<file path="config.mk">
export PLATFORM = sky130hd
export DESIGN_NAME = loopback_selector
export DESIGN_NICKNAME = d
export VERILOG_FILES = /design/src/rtl/lbsel_pkg.sv /design/src/rtl/lbsel_ctrl.sv /design/src/rtl/lbsel_datapath.sv /design/src/rtl/loopback_selector.sv
export SDC_FILE = /design/constraint.sdc
export NUM_CORES = 1
export LEC_CHECK = 0
export CORE_MARGIN = 2
export CORE_UTILIZATION = 45
export CTS_CLUSTER_SIZE = 8
export DETAILED_ROUTE_END_ITERATION = 8
export PLACE_DENSITY = 0.89
export SLEW_MARGIN = 0
export SYNTH_ARGS = -nofsm -noshare
export SYNTH_HDL_FRONTEND = slang
export SYNTH_HIERARCHICAL = 1
export SYNTH_SLANG_ARGS = --single-unit
</file>
<file path="constraint.sdc">
create_clock -name clk -period 1.9 [get_ports clk]
set_input_delay 0.19 -clock clk [delete_from_list [all_inputs] [get_ports clk]]
set_output_delay 0.19 -clock clk [all_outputs]
set_load 0.1 [all_outputs]
</file>
<file path="src/rtl/lbsel_pkg.sv">
package lbsel_pkg;

  typedef enum logic [2:0] {
    MODE_NORMAL  = 3'd0,
    MODE_DIGITAL = 3'd1,
    MODE_ANALOG  = 3'd2,
    MODE_REMOTE  = 3'd3,
    MODE_DUAL    = 3'd4
  } lbMode_e;

  typedef enum logic [1:0] {
    RX_FROM_LINE   = 2'd0,
    RX_FROM_TX     = 2'd1,
    RX_FROM_DRIVER = 2'd2
  } rxSrc_e;

  // Strobes from control to datapath, one set per channel
  typedef struct packed {
    logic   lineFromRecovered;
    rxSrc_e rxSrc;
    logic   onesOn;
  } pathSel_t;

  localparam logic [1:0] PIN_LOW  = 2'b00;
  localparam logic [1:0] PIN_HIGH = 2'b01;

  function automatic lbMode_e resolveHost(input logic dig, input logic ana, input logic rem);
    if (dig && rem)  return MODE_DUAL;
    else if (rem)    return MODE_REMOTE;
    else if (ana)    return MODE_ANALOG;
    else if (dig)    return MODE_DIGITAL;
    else             return MODE_NORMAL;
  endfunction

  function automatic lbMode_e resolvePin(input logic [1:0] code);
    if (code == PIN_LOW)       return MODE_REMOTE;
    else if (code == PIN_HIGH) return MODE_ANALOG;
    else                       return MODE_NORMAL;
  endfunction

  function automatic pathSel_t modeToSel(input lbMode_e mode, input logic ones);
    pathSel_t s;
    s.lineFromRecovered = 1'b0;
    s.rxSrc             = RX_FROM_LINE;
    s.onesOn            = 1'b0;
    case (mode)
      MODE_DIGITAL: begin s.rxSrc = RX_FROM_TX;     s.onesOn = ones; end
      MODE_ANALOG:  begin s.rxSrc = RX_FROM_DRIVER; s.onesOn = ones; end
      MODE_REMOTE:  begin s.lineFromRecovered = 1'b1; s.rxSrc = RX_FROM_LINE; end
      MODE_DUAL:    begin s.lineFromRecovered = 1'b1; s.rxSrc = RX_FROM_TX; end
      default:      begin s.onesOn = ones; end
    endcase
    return s;
  endfunction

endpackage

</file>
<file path="src/rtl/lbsel_ctrl.sv">
module lbsel_ctrl
  import lbsel_pkg::*;
#(
  parameter int NUM_CH = 4
) (
  input  logic                    clk,
  input  logic                    rstN,
  input  logic                    hostMode,
  input  logic [NUM_CH-1:0]       hostDigital,
  input  logic [NUM_CH-1:0]       hostAnalog,
  input  logic [NUM_CH-1:0]       hostRemote,
  input  logic [2*NUM_CH-1:0]     strapPin,
  input  logic [NUM_CH-1:0]       allOnesReq,
  output pathSel_t [NUM_CH-1:0]   selQ
);

  localparam pathSel_t SEL_RESET = '{lineFromRecovered: 1'b0, rxSrc: RX_FROM_LINE, onesOn: 1'b0};

  for (genvar ch = 0; ch < NUM_CH; ch++) begin : g_ch
    lbMode_e  modeNext;
    pathSel_t selNext;

    always_comb begin
      if (hostMode)
        modeNext = resolveHost(hostDigital[ch], hostAnalog[ch], hostRemote[ch]);
      else
        modeNext = resolvePin(strapPin[2*ch +: 2]);
      selNext = modeToSel(modeNext, allOnesReq[ch]);
    end

    always_ff @(posedge clk or negedge rstN) begin
      if (!rstN) selQ[ch] <= SEL_RESET;
      else       selQ[ch] <= selNext;
    end

    AST_HW_NO_TX_RETURN: assert property (@(posedge clk) disable iff (!rstN)
      !hostMode |=> selQ[ch].rxSrc != RX_FROM_TX);

    AST_REMOTE_BIT_LOOPS_LINE: assert property (@(posedge clk) disable iff (!rstN)
      (hostMode && hostRemote[ch]) |=> selQ[ch].lineFromRecovered);

    AST_ONES_NOT_ON_LOOPED_LINE: assert property (@(posedge clk) disable iff (!rstN)
      (hostMode && hostRemote[ch] && allOnesReq[ch]) |=> !selQ[ch].onesOn);
  end

endmodule

</file>
<file path="src/rtl/lbsel_datapath.sv">
module lbsel_datapath
  import lbsel_pkg::*;
#(
  parameter int NUM_CH = 4,
  parameter int DATA_W = 2
) (
  input  logic                       clk,
  input  logic                       rstN,
  input  pathSel_t [NUM_CH-1:0]      selQ,
  input  logic [NUM_CH*DATA_W-1:0]   txData,
  input  logic [NUM_CH-1:0]          txStb,
  input  logic [NUM_CH*DATA_W-1:0]   rxLineData,
  input  logic [NUM_CH-1:0]          rxLineStb,
  output logic [NUM_CH*DATA_W-1:0]   lineTxData,
  output logic [NUM_CH-1:0]          lineTxStb,
  output logic [NUM_CH*DATA_W-1:0]   sysRxData,
  output logic [NUM_CH-1:0]          sysRxStb
);

  for (genvar ch = 0; ch < NUM_CH; ch++) begin : g_ch
    localparam int LO = ch * DATA_W;

    logic [DATA_W-1:0] drvData, lineNext, rxNext;
    logic              lineStbNext, rxStbNext;

    always_comb begin
      drvData = selQ[ch].onesOn ? {DATA_W{1'b1}} : txData[LO +: DATA_W];
      if (selQ[ch].lineFromRecovered) begin
        lineNext    = rxLineData[LO +: DATA_W];
        lineStbNext = rxLineStb[ch];
      end else begin
        lineNext    = drvData;
        lineStbNext = txStb[ch];
      end
      case (selQ[ch].rxSrc)
        RX_FROM_TX: begin
          rxNext    = txData[LO +: DATA_W];
          rxStbNext = txStb[ch];
        end
        RX_FROM_DRIVER: begin
          rxNext    = drvData;
          rxStbNext = txStb[ch];
        end
        default: begin
          rxNext    = rxLineData[LO +: DATA_W];
          rxStbNext = rxLineStb[ch];
        end
      endcase
    end

    always_ff @(posedge clk or negedge rstN) begin
      if (!rstN) begin
        lineTxData[LO +: DATA_W] <= '0;
        lineTxStb[ch]            <= 1'b0;
        sysRxData[LO +: DATA_W]  <= '0;
        sysRxStb[ch]             <= 1'b0;
      end else begin
        lineTxData[LO +: DATA_W] <= lineNext;
        lineTxStb[ch]            <= lineStbNext;
        sysRxData[LO +: DATA_W]  <= rxNext;
        sysRxStb[ch]             <= rxStbNext;
      end
    end

    AST_RX_FOLLOWS_LINE: assert property (@(posedge clk) disable iff (!rstN)
      (selQ[ch].rxSrc == RX_FROM_LINE) |=> sysRxStb[ch] == $past(rxLineStb[ch]));

    AST_LINE_RECOVERED: assert property (@(posedge clk) disable iff (!rstN)
      selQ[ch].lineFromRecovered |=> lineTxData[LO +: DATA_W] == $past(rxLineData[LO +: DATA_W]));

    AST_DUAL_RETURN: assert property (@(posedge clk) disable iff (!rstN)
      (selQ[ch].lineFromRecovered && selQ[ch].rxSrc == RX_FROM_TX)
        |=> sysRxData[LO +: DATA_W] == $past(txData[LO +: DATA_W]));

    AST_ONES_ON_LINE: assert property (@(posedge clk) disable iff (!rstN)
      (selQ[ch].onesOn && !selQ[ch].lineFromRecovered) |=> &lineTxData[LO +: DATA_W]);
  end

endmodule

</file>
<file path="src/rtl/loopback_selector.sv">
module loopback_selector
  import lbsel_pkg::*;
#(
  parameter int NUM_CH = 4,
  parameter int DATA_W = 2
) (
  input  logic                       clk,
  input  logic                       rstN,
  input  logic                       hostMode,
  input  logic [NUM_CH-1:0]          hostDigital,
  input  logic [NUM_CH-1:0]          hostAnalog,
  input  logic [NUM_CH-1:0]          hostRemote,
  input  logic [2*NUM_CH-1:0]        strapPin,
  input  logic [NUM_CH-1:0]          allOnesReq,
  input  logic [NUM_CH*DATA_W-1:0]   txData,
  input  logic [NUM_CH-1:0]          txStb,
  input  logic [NUM_CH*DATA_W-1:0]   rxLineData,
  input  logic [NUM_CH-1:0]          rxLineStb,
  output logic [NUM_CH*DATA_W-1:0]   lineTxData,
  output logic [NUM_CH-1:0]          lineTxStb,
  output logic [NUM_CH*DATA_W-1:0]   sysRxData,
  output logic [NUM_CH-1:0]          sysRxStb
);

  pathSel_t [NUM_CH-1:0] selQ;

  lbsel_ctrl #(.NUM_CH(NUM_CH)) u_ctrl (
    .clk         (clk),
    .rstN        (rstN),
    .hostMode    (hostMode),
    .hostDigital (hostDigital),
    .hostAnalog  (hostAnalog),
    .hostRemote  (hostRemote),
    .strapPin    (strapPin),
    .allOnesReq  (allOnesReq),
    .selQ        (selQ)
  );

  lbsel_datapath #(.NUM_CH(NUM_CH), .DATA_W(DATA_W)) u_dp (
    .clk        (clk),
    .rstN       (rstN),
    .selQ       (selQ),
    .txData     (txData),
    .txStb      (txStb),
    .rxLineData (rxLineData),
    .rxLineStb  (rxLineStb),
    .lineTxData (lineTxData),
    .lineTxStb  (lineTxStb),
    .sysRxData  (sysRxData),
    .sysRxStb   (sysRxStb)
  );

endmodule

</file>
Word-level counts from Yosys, hierarchy flattened
Index checks and enable logic that the tools add are counted.
Storage, ports and cells
  flip-flop bits (word level): 40
  bits of input ports: 51
  output and inout port bits: 24
  word-level logic and storage cells: 136
Operators by class
  equality and inequality tests: 28
  multiplexer cells: 60
  reduce and logical (&&, ||, !) cells: 20
Operators by type and width (count)
  $mux 3: 20
  $pmux 2 s2: 8
  $eq 3x2->1 const B: 8
  $mux 2: 12
  $reduce_or 2->1: 12
  $mux 1: 20
  $eq 2x1->1 const B: 8
  $eq 3x1->1 const B: 4
  $eq 3x3->1 const B: 4
  $eq 2x2->1 const B: 4
  $logic_not 2->1: 4
  $logic_and 1x1->1: 4

Logic depth before layout (Yosys ltp)
Gate-level depths: netlist (run 1).
  depth after elaboration: 8
  mapped depth: 4
  mapped depth without buffers: 4

Modules after synthesis
The synthesis (run 1) kept the hierarchy.
Modules (own cells, without submodules)
  lbsel_datapath: instances 1, cells each 104, area each 1131.1 µm², seq. area each 600.6 µm²
  lbsel_ctrl: instances 1, cells each 47, area each 619.3 µm², seq. area each 400.4 µm²

Worst setup path after synthesis (run 1)
No wires, ideal clock.
  path kind: register -> register
  start point: register u_ctrl/selQ[1] (netlist name)
  end point: register u_dp.sysRxStb[0]
  library setup time: 0.125 ns
  data arrival time: 1.018 ns
  required time: 1.775 ns
  path slack: 0.757 ns
  cell stages (with the launch flop): 4
  path buffers: 0
  clock period less this slack: 1.143 ns
  path through: dfrtp_1 inv_1 ha_1 mux2_4
Between the ends
  longest elaborated chain between the ends: 3
  elaborated cells on any way between the ends: 4
  those cells by class: 2 x eq/ne; 1 x mux; 1 x reduce/logical
Ends and longest elaborated chain
  $eq 2x1->1 or $eq 2x2->1 (tied branches): RTL line lbsel_datapath.sv:35  | case (selQ[ch].rxSrc)
  $reduce_or 2->1 (no line) *
  $mux 1 *: RTL line lbsel_datapath.sv:35
  via u_dp.g_ch[0].rxStbNext: RTL line lbsel_datapath.sv:24  | logic lineStbNext, rxStbNext;
  end signal: indexed assignment: RTL line lbsel_datapath.sv:61  | sysRxStb[ch] <= rxStbNext;
  end: declaration: RTL line lbsel_datapath.sv:17  | output logic [NUM_CH-1:0] sysRxStb
The timed path passes the listed nets; every way through them passes the cells marked *.

Final worst setup path (run 1)
  start point: register u_ctrl/selQ[9] (netlist name)
  end point: register u_dp.sysRxStb[2]
Between the ends
  longest elaborated chain between the ends: 3
  elaborated cells on any way between the ends: 4
  those cells by class: 2 x eq/ne; 1 x mux; 1 x reduce/logical
Ends and longest elaborated chain (RTL line)
  $eq 2x1->1 or $eq 2x2->1 (tied branches): lbsel_datapath.sv:35
  $reduce_or 2->1 (no line) *
  $mux 1 *: lbsel_datapath.sv:35
  via u_dp.g_ch[2].rxStbNext: lbsel_datapath.sv:24
Marked as above.

==> Implementation_results.wiki, run 1 <==
{| class="wikitable"
! Metric !! Value
|-
| Status || complete, no violations
|-
| Fraction of final layout cells sized beyond drive strength 1 || around a fifth
|-
| Post-detailed-placement half-perimeter wirelength || between 2000 and 3000 um
|-
| Number of instances in the synthesized netlist || 151
|-
| Number of violations reported at the end of detailed-routing iteration 0 || 89
|-
| Maximum net fanout on the critical path || 5
|-
| Final std cells w/o fill || 281
|-
| End of the worst register-to-register path || u_dp/sysRxStb[2]
|-
| Via count normalized by instance count || 4.83
|-
| Setup ws final || 685 ps
|-
| FF-to-FF setup slack || 690 ps
|-
| DRC errors left || 0
|-
| Wire length of the first global-routing pass || ~5600 um
|-
| Most numerous cell in the Yosys netlist || sky130_fd_sc_hd__dfrtp_1
|-
| Type of the worst setup path || reg -> reg
|-
| Top cell type's share of synthesized area || 57.2%
|-
| Maximum clock insertion buffer count || 2
|-
| Die Area || 4400 um2
|-
| Number of iterations in the first detailed-routing pass || 3
|-
| Setup WS pre-CTS || 604 ps
|-
| Sink count of the clock tree || 40
|-
| Post-Syn Area per Cell || 11.6 um2
|-
| Area leader, netlist || sky130_fd_sc_hd__dfrtp_1
|-
| Combined area of all synthesized cells || between 1500 and 2000 um2
|-
| Antenna violations before repair || 0
|-
| Count of final setup violators || 0
|-
| DR WL/cell || around 12 um
|-
| Number of pins exceeding their max-slew limit in the final report || 0
|-
| Commonest cells in the netlist || sky130_fd_sc_hd__dfrtp_1 (40), sky130_fd_sc_hd__inv_1 (15), sky130_fd_sc_hd__nand2_1 (15)
|-
| Number of nets in the layout || 292
|-
| Synthesized-area fraction occupied by and/or/nand/nor cells || 10.7%
|-
| Number of diodes || 0
|-
| Worst Hold End || u_ctrl/selQ[1]
|-
| Setup crit start kind || register
|-
| Total number of vias || 1356
|-
| Main combinational cell family by area after synthesis || compound AO/OA/AOI/OAI gates
|-
| Number of global-route vias before repair || 1381
|-
| Vert. Die Dim || 66.4 um
|-
| Top cells by area, synth || sky130_fd_sc_hd__dfrtp_1 (57%), sky130_fd_sc_hd__ha_1 (5.7%), sky130_fd_sc_hd__a21oi_1 (3.7%), sky130_fd_sc_hd__mux2_4 (3.4%), sky130_fd_sc_hd__o31ai_1 (3.4%)
|-
| Synthesis-to-layout area growth || 47.9%
|-
| Power density over the cells || 906 nW/um2
|-
| Clock period minus final worst setup slack || about 1200 ps
|-
| Pleak || 0.00121 uW
|-
| Synth async-reset ratio || 100%
|-
| Resized Gates After CTS || 0
|-
| Net Count, Synth || 210
|-
| Min-delay src || hostDigital[0]
|-
| Final number of hold-violating endpoints || 0
|-
| I/O pin count || 75
|-
| Peak Freq || 823 MHz
|-
| Count of warnings emitted by yosys || 6
|-
| Hold crit path type || in -> reg
|-
| Effective utilization at floorplan || 47.5%
|-
| Clock latency of the later-clocked register in the worst-skew pair || 280 ps
|-
| Cell total after placement || 273
|-
| Number of buffers added by the clock tree synthesis step || 5
|-
| TritonCTS clock tree || built
|-
| Maximum Capacitance Violations || 0
|-
| Post-synthesis share of cell area spent on full adders, half adders and majority gates || about 5.7%
|-
| Setup TNS Final || 0 ps
|-
| Synthesized-area fraction occupied by ao, oa, aoi and oai cells || between 10% and 20%
|-
| Largest voltage drop on the vdd net || 444 uV
|-
| Setup repair after global routing missed its margin || no
|-
| H-tree level count || 2
|-
| Area of the core || 3690 um2
|-
| Synthesized flop and latch total || 40
|-
| Drt total wl || 3340 um
|-
| Cells on Worst Hold Path || 3
|-
| Core utilization of the finished layout || 70.2%
|-
| Total power draw || 2350 uW
|-
| Gr usage total || 17.2%
|-
| Post-CTS Repair Setup Buffers || 0
|-
| Count of cells along the worst register-to-register path || 3
|-
| Cell row count || 22
|-
| Yosys cell types || 21
|-
| Data arrival time of the critical path || 1380 ps
|-
| Routability cong. || 0.688
|-
| Antenna Violating Nets Remaining || 0
|-
| Clk slew on worst S/H paths || 70 ps
|-
| Startpoint of the most critical register-to-register path || u_ctrl/selQ[9]
|-
| Part of the Yosys area used for sequential elements || 57.2%
|-
| Post-Route Skew || 3.33 ps
|-
| Pin count of the biggest net entering global routing || 41
|-
| Worst Setup End Kind || register
|-
| Number of flops mapped to enable cells by yosys || 0
|-
| Grt total ovfl || 0
|-
| Worst path required time || 2070 ps
|-
| Slew headroom || 68.5%
|-
| PortBufs || 74
|-
| Clock root buffer || sky130_fd_sc_hd__clkbuf_8
|-
| Transition time of the tightest slew-check pin || between 400 and 500 ps
|-
| Multiplexer area fraction after synthesis || 7.72%
|-
| Number of filler instances in the final layout || 299
|-
| XOR/XNOR Fraction of Synth Area || 0%
|-
| Synth Flop Type || sky130_fd_sc_hd__dfrtp_1
|-
| Crit share post-route || 63.9%
|-
| Number of hold buffers added after cts || 1
|-
| Die outline width || 66.4 um
|}
[routing by layer]
| metal | vias to the layer above | part of all wire, % | track usage, % |
|---|---|---|---|
| met5 | - | 0 | 0 |
| met3 | 5 | 6.2 | 4.43 |
| met4 | 0 | 1.9 | 8.42 |
| li1 | 683 | - | - |
| met2 | 40 | 59 | 34.0 |
| met1 | 628 | 33 | 15.8 |
[metrics by stage]
stage	area, um2	hold WS, ps
after global placement	2480	268
after global routing	2590	455
after CTS	2590	429
final	2590	436
after detailed placement	2480	280
after floorplan	1750	-106
[sequential cells by signal, indices dropped and copies added, names as in the netlist]
| name | cells |
|---|---|
| u_ctrl/selQ | 16 |
| u_dp/lineTxStb | 4 |
| u_dp/lineTxData | 8 |
| u_dp/sysRxData | 8 |
| u_dp/sysRxStb | 4 |
[cell families after synthesis]
family          Yosys count
simple gates             41
mux                      11
flops                    40
buf+inv                  17
fa+ha+maj                 8
compound gates           34
[placed cells by master (no fill, tap or decap)]
cell and instances:
sky130_fd_sc_hd__o31ai_2 4, sky130_fd_sc_hd__clkbuf_8 7, sky130_fd_sc_hd__clkdlybuf4s50_1 49, sky130_fd_sc_hd__mux2i_1 3
sky130_fd_sc_hd__mux2_2 4, sky130_fd_sc_hd__dfrtp_1 40, sky130_fd_sc_hd__a21oi_1 13, sky130_fd_sc_hd__nor3b_1 1
sky130_fd_sc_hd__o311a_1 4, sky130_fd_sc_hd__buf_2 1, sky130_fd_sc_hd__nand2_1 15, sky130_fd_sc_hd__o31ai_1 8
sky130_fd_sc_hd__dlygate4sd3_1 1, sky130_fd_sc_hd__a31o_2 1, sky130_fd_sc_hd__nor3_1 6, sky130_fd_sc_hd__a21oi_2 2
sky130_fd_sc_hd__ha_1 8, sky130_fd_sc_hd__inv_1 15, sky130_fd_sc_hd__nand2b_1 6, sky130_fd_sc_hd__o21ai_0 2
sky130_fd_sc_hd__and3_1 3, sky130_fd_sc_hd__buf_4 26, sky130_fd_sc_hd__nor2_1 10, sky130_fd_sc_hd__mux2_4 4
[critical path, stage by stage (launching register included)]
cell,delay (ps)
sky130_fd_sc_hd__dfrtp_1,350
sky130_fd_sc_hd__inv_1,50
sky130_fd_sc_hd__ha_1,380
sky130_fd_sc_hd__mux2_4,320
[cell type report]
| class | count | area (um2) | area share [%] |
|---|---|---|---|
| clock buffers | 7 | 96.3 | 3.72 |
| inverters | 15 | 56.3 | 2.17 |
| multi-input cells | 94 | 674 | 26.1 |
| flip-flops and latches | 40 | 1000 | 38.7 |
| well taps | 48 | 60.1 | 2.32 |
| repair buffers | 77 | 701 | 27.1 |
[worst max path at each step]
stage,startpoint,endpoint
global route,u_ctrl/selQ[13],u_dp/sysRxStb[3]
floorplan,u_ctrl/selQ[1],u_dp/sysRxStb[0]
CTS,u_ctrl/selQ[9],u_dp/sysRxStb[2]
detailed placement,hostMode,u_ctrl/selQ[2]
global placement,hostMode,u_ctrl/selQ[2]
finish,u_ctrl/selQ[9],u_dp/sysRxStb[2]
[power breakdown]
group          internal (uW)  switching [uW]  leakage, uW  total, uW
Clock                    323             258    0.0000503        581
Sequential               928            35.6     0.000484        963
Combinational            247             555     0.000671        802
Total                   1500             849      0.00121       2350
Note: power is estimated with default switching activity, not from simulation.
==> inputs of run 2 (changes only) <==
- CORE_UTILIZATION: 45 -> 42
- PLACE_DENSITY: 0.89 -> 0.85
- clock period: 1.9 -> 1.2 ns (I/O delays scaled with it)
==> Implementation_results.wiki, run 2 (synthesis gave the netlist of run 1 again) <==
{| class="wikitable"
! Metric !! Value
|-
| Number of global-route vias before repair || 1456 (was 1381)
|-
| Pin count of the biggest net entering global routing || 24 (was 41)
|-
| Total power draw || 4000 uW (was 2350 uW)
|-
| Setup crit start kind || register (unchanged)
|-
| Min Hold Slack || 316 ps (was 436 ps)
|-
| Clock root buffer || sky130_fd_sc_hd__clkbuf_8 (unchanged)
|-
| Antenna Violating Nets Remaining || 0 (unchanged)
|-
| Power density over the cells || 1350 nW/um2 (was 906 nW/um2)
|-
| Net switching power figure || 1420 uW (was 849 uW)
|-
| Clock latency of the later-clocked register in the worst-skew pair || 280 ps (about the same)
|-
| Design internal power || 2590 uW (was 1500 uW)
|-
| Number of filler instances in the final layout || 275 (was 299)
|-
| Net Sw Frac || 35.4% (was 36.2%)
|-
| Drt total wl || 3600 um (was 3340 um)
|-
| FF-to-FF setup slack || 50 ps (was 690 ps)
|-
| DRC errors left || 0 (unchanged)
|-
| Antenna violations before repair || 0 (unchanged)
|-
| Final Instance Area || 2960 um2 (was 2590 um2)
|-
| Transition time of the tightest slew-check pin || 421 ps (was 473 ps)
|-
| Type of the worst setup path || reg -> reg (unchanged)
|-
| TritonCTS clock tree || built (unchanged)
|-
| Number of nets in the layout || 292 (unchanged)
|-
| Largest register by flop count || u_ctrl/selQ (unchanged)
|-
| Maximum net fanout on the critical path || 5 (unchanged)
|-
| Setup repair after global routing missed its margin || no (unchanged)
|-
| Grt total ovfl || 0 (unchanged)
|-
| Die outline width || 68.6 um (was 66.4 um)
|-
| Setup WS pre-CTS || -29.1 ps (was 604 ps)
|-
| Clock network fraction of design power || 22.0% (was 24.8%)
|-
| Highest-count cells in the layout ignoring fill and taps || sky130_fd_sc_hd__clkdlybuf4s50_1 (49), sky130_fd_sc_hd__dfrtp_1 (40), sky130_fd_sc_hd__buf_12 (26), sky130_fd_sc_hd__inv_1 (15), sky130_fd_sc_hd__nand2_1 (15) (was sky130_fd_sc_hd__clkdlybuf4s50_1 (49), sky130_fd_sc_hd__dfrtp_1 (40), sky130_fd_sc_hd__buf_4 (26), sky130_fd_sc_hd__inv_1 (15), sky130_fd_sc_hd__nand2_1 (15))
|-
| Effective utilization at floorplan || 43.8% (was 47.5%)
|-
| Maximum clock insertion buffer count || 2 (unchanged)
|-
| Gr usage total || 17.4% (was 17.2%)
|-
| Vert. Die Dim || 68.6 um (was 66.4 um)
|-
| Cell row count || 23 (was 22)
|-
| Post-Route Skew || 0.843 ps (was 3.33 ps)
|-
| Hold crit path type || in -> async (was in -> reg)
|-
| Die Area || 4700 um2 (was 4400 um2)
|-
| Final number of hold-violating endpoints || 0 (unchanged)
|-
| Most common cell after layout, fill and taps aside || sky130_fd_sc_hd__clkdlybuf4s50_1 (unchanged)
|-
| Count of final setup violators || 0 (unchanged)
|-
| Setup TNS Final || 0 ps (unchanged)
|-
| Fraction of final layout cells sized beyond drive strength 1 || 22.2% (was 21.0%)
|-
| Pleak || 0.00132 uW (was 0.00121 uW)
|-
| Status || complete, no violations (unchanged)
|-
| Relative contribution of sequential cells to total power || 39.5% (was 41.1%)
|-
| Sink count of the clock tree || 40 (unchanged)
|-
| Post-detailed-placement half-perimeter wirelength || 2910 um (was 2690 um)
|-
| Worst path required time || 1370 ps (was 2070 ps)
|-
| Routability cong. || 0.786 (was 0.688)
|-
| Maximum Capacitance Violations || 0 (unchanged)
|-
| Largest voltage drop on the vdd net || 812 uV (was 444 uV)
|-
| Slew headroom || 71.9% (was 68.5%)
|-
| I/O pin count || 75 (unchanged)
|-
| Setup ws final || 53.6 ps (was 685 ps)
|-
| Number of buffers added by the clock tree synthesis step || 5 (unchanged)
|-
| Number of diodes || 0 (unchanged)
|-
| H-tree level count || 2 (unchanged)
|-
| Area of the core || 4000 um2 (was 3690 um2)
|-
| Number of pins exceeding their max-slew limit in the final report || 0 (unchanged)
|-
| Clk slew on worst S/H paths || 70 ps (about the same)
|-
| DR WL/cell || 12.7 um (was 11.9 um)
|-
| Number of violations reported at the end of detailed-routing iteration 0 || 55 (was 89)
|-
| Wire length of the first global-routing pass || 6040 um (was 5580 um)
|-
| Number of iterations in the first detailed-routing pass || 4 (was 3)
|-
| Peak Freq || 872 MHz (was 823 MHz)
|-
| Crit share post-route || 95.5% (was 63.9%)
|-
| Via count normalized by instance count || 4.99 (was 4.83)
|-
| Clock period minus final worst setup slack || 1150 ps (was 1210 ps)
|-
| Worst Setup End Kind || register (unchanged)
|-
| Top flop regs || u_ctrl/selQ x16, u_dp/lineTxData x8, u_dp/sysRxData x8 (unchanged)
|-
| Total number of vias || 1418 (was 1356)
|-
| Max FFs per register || 16 (unchanged)
|-
| Synthesis-to-layout area growth || 69.1% (was 47.9%)
|-
| Cell area reported after detailed placement || 2810 um2 (was 2480 um2)
|-
| Data arrival time of the critical path || 1310 ps (was 1380 ps)
|-
| PortBufs || 74 (unchanged)
|-
| Fraction of power consumed by combinational cells || 38.5% (was 34.2%)
|}
[run 2: metal layers]
metal | vias up | global-route usage (%) | wire [um]
met1 | 683 | 16.3 | 1150
met5 | - | 0 | 0
li1 | 684 | - | -
met4 | 0 | 5.25 | 46
met2 | 45 | 35.9 | 2210
met3 | 6 | 4.38 | 197
[run 2: final cells by class]
cell class	count	area, um2	area share [%]
Clock buffer	8	90.1	3.04
Sequential cell	40	1000	33.8
Tap cell	50	62.6	2.11
Multi-Input combinational cell	94	724	24.5
Timing Repair Buffer	77	1030	34.7
Inverter	15	56.3	1.90
[run 2: worst max-delay path: stages, from the launching register on]
cell                      delay, ps
sky130_fd_sc_hd__dfrtp_1        360
sky130_fd_sc_hd__inv_1           70
sky130_fd_sc_hd__ha_4           300
sky130_fd_sc_hd__mux2_4         300
[run 2: final timing paths]
| check | from | to | cells after the start |
|---|---|---|---|
| max | u_ctrl/selQ[5] | u_dp/sysRxStb[1] | 3 |
| min | rstN | u_dp/lineTxData[0] | 2 |
| max reg2reg | u_ctrl/selQ[5] | u_dp/sysRxStb[1] | 3 |
| min reg2reg | u_ctrl/selQ[7] | u_dp/lineTxData[3] | 1 |
| max in group asynchronous | rstN | u_dp/lineTxData[5] | 3 |
| min in group clk | hostDigital[0] | u_ctrl/selQ[1] | 3 |
[run 2: through the flow]
| stage | utilization (%) | instances |
|---|---|---|
| final | 74.0 | 284 |
| after global routing | 74.0 | 284 |
| after CTS | 73.3 | 284 |
| after detailed placement | 70.3 | 275 |
| after global placement | 70.3 | 275 |
| after floorplan | - | 151 |
[run 2: what timing repair did]
action / CTS / global route
buffers inserted: 0 / 0
endpoints found under the hold margin: 17 / 0
setup endpoints to repair: 4 / 4
gates resized for setup: 5 / 3
hold buffers: 1 / 0
[run 2: power groups by stage]
stage	Sequential [uW]	Clock (uW)	Combinational, uW
finish	1580	881	1540
floorplan	2190	0	230
CTS	1580	919	1530
detailed placement	1600	0	1520
global placement	1600	0	1500
global route	1590	980	1610
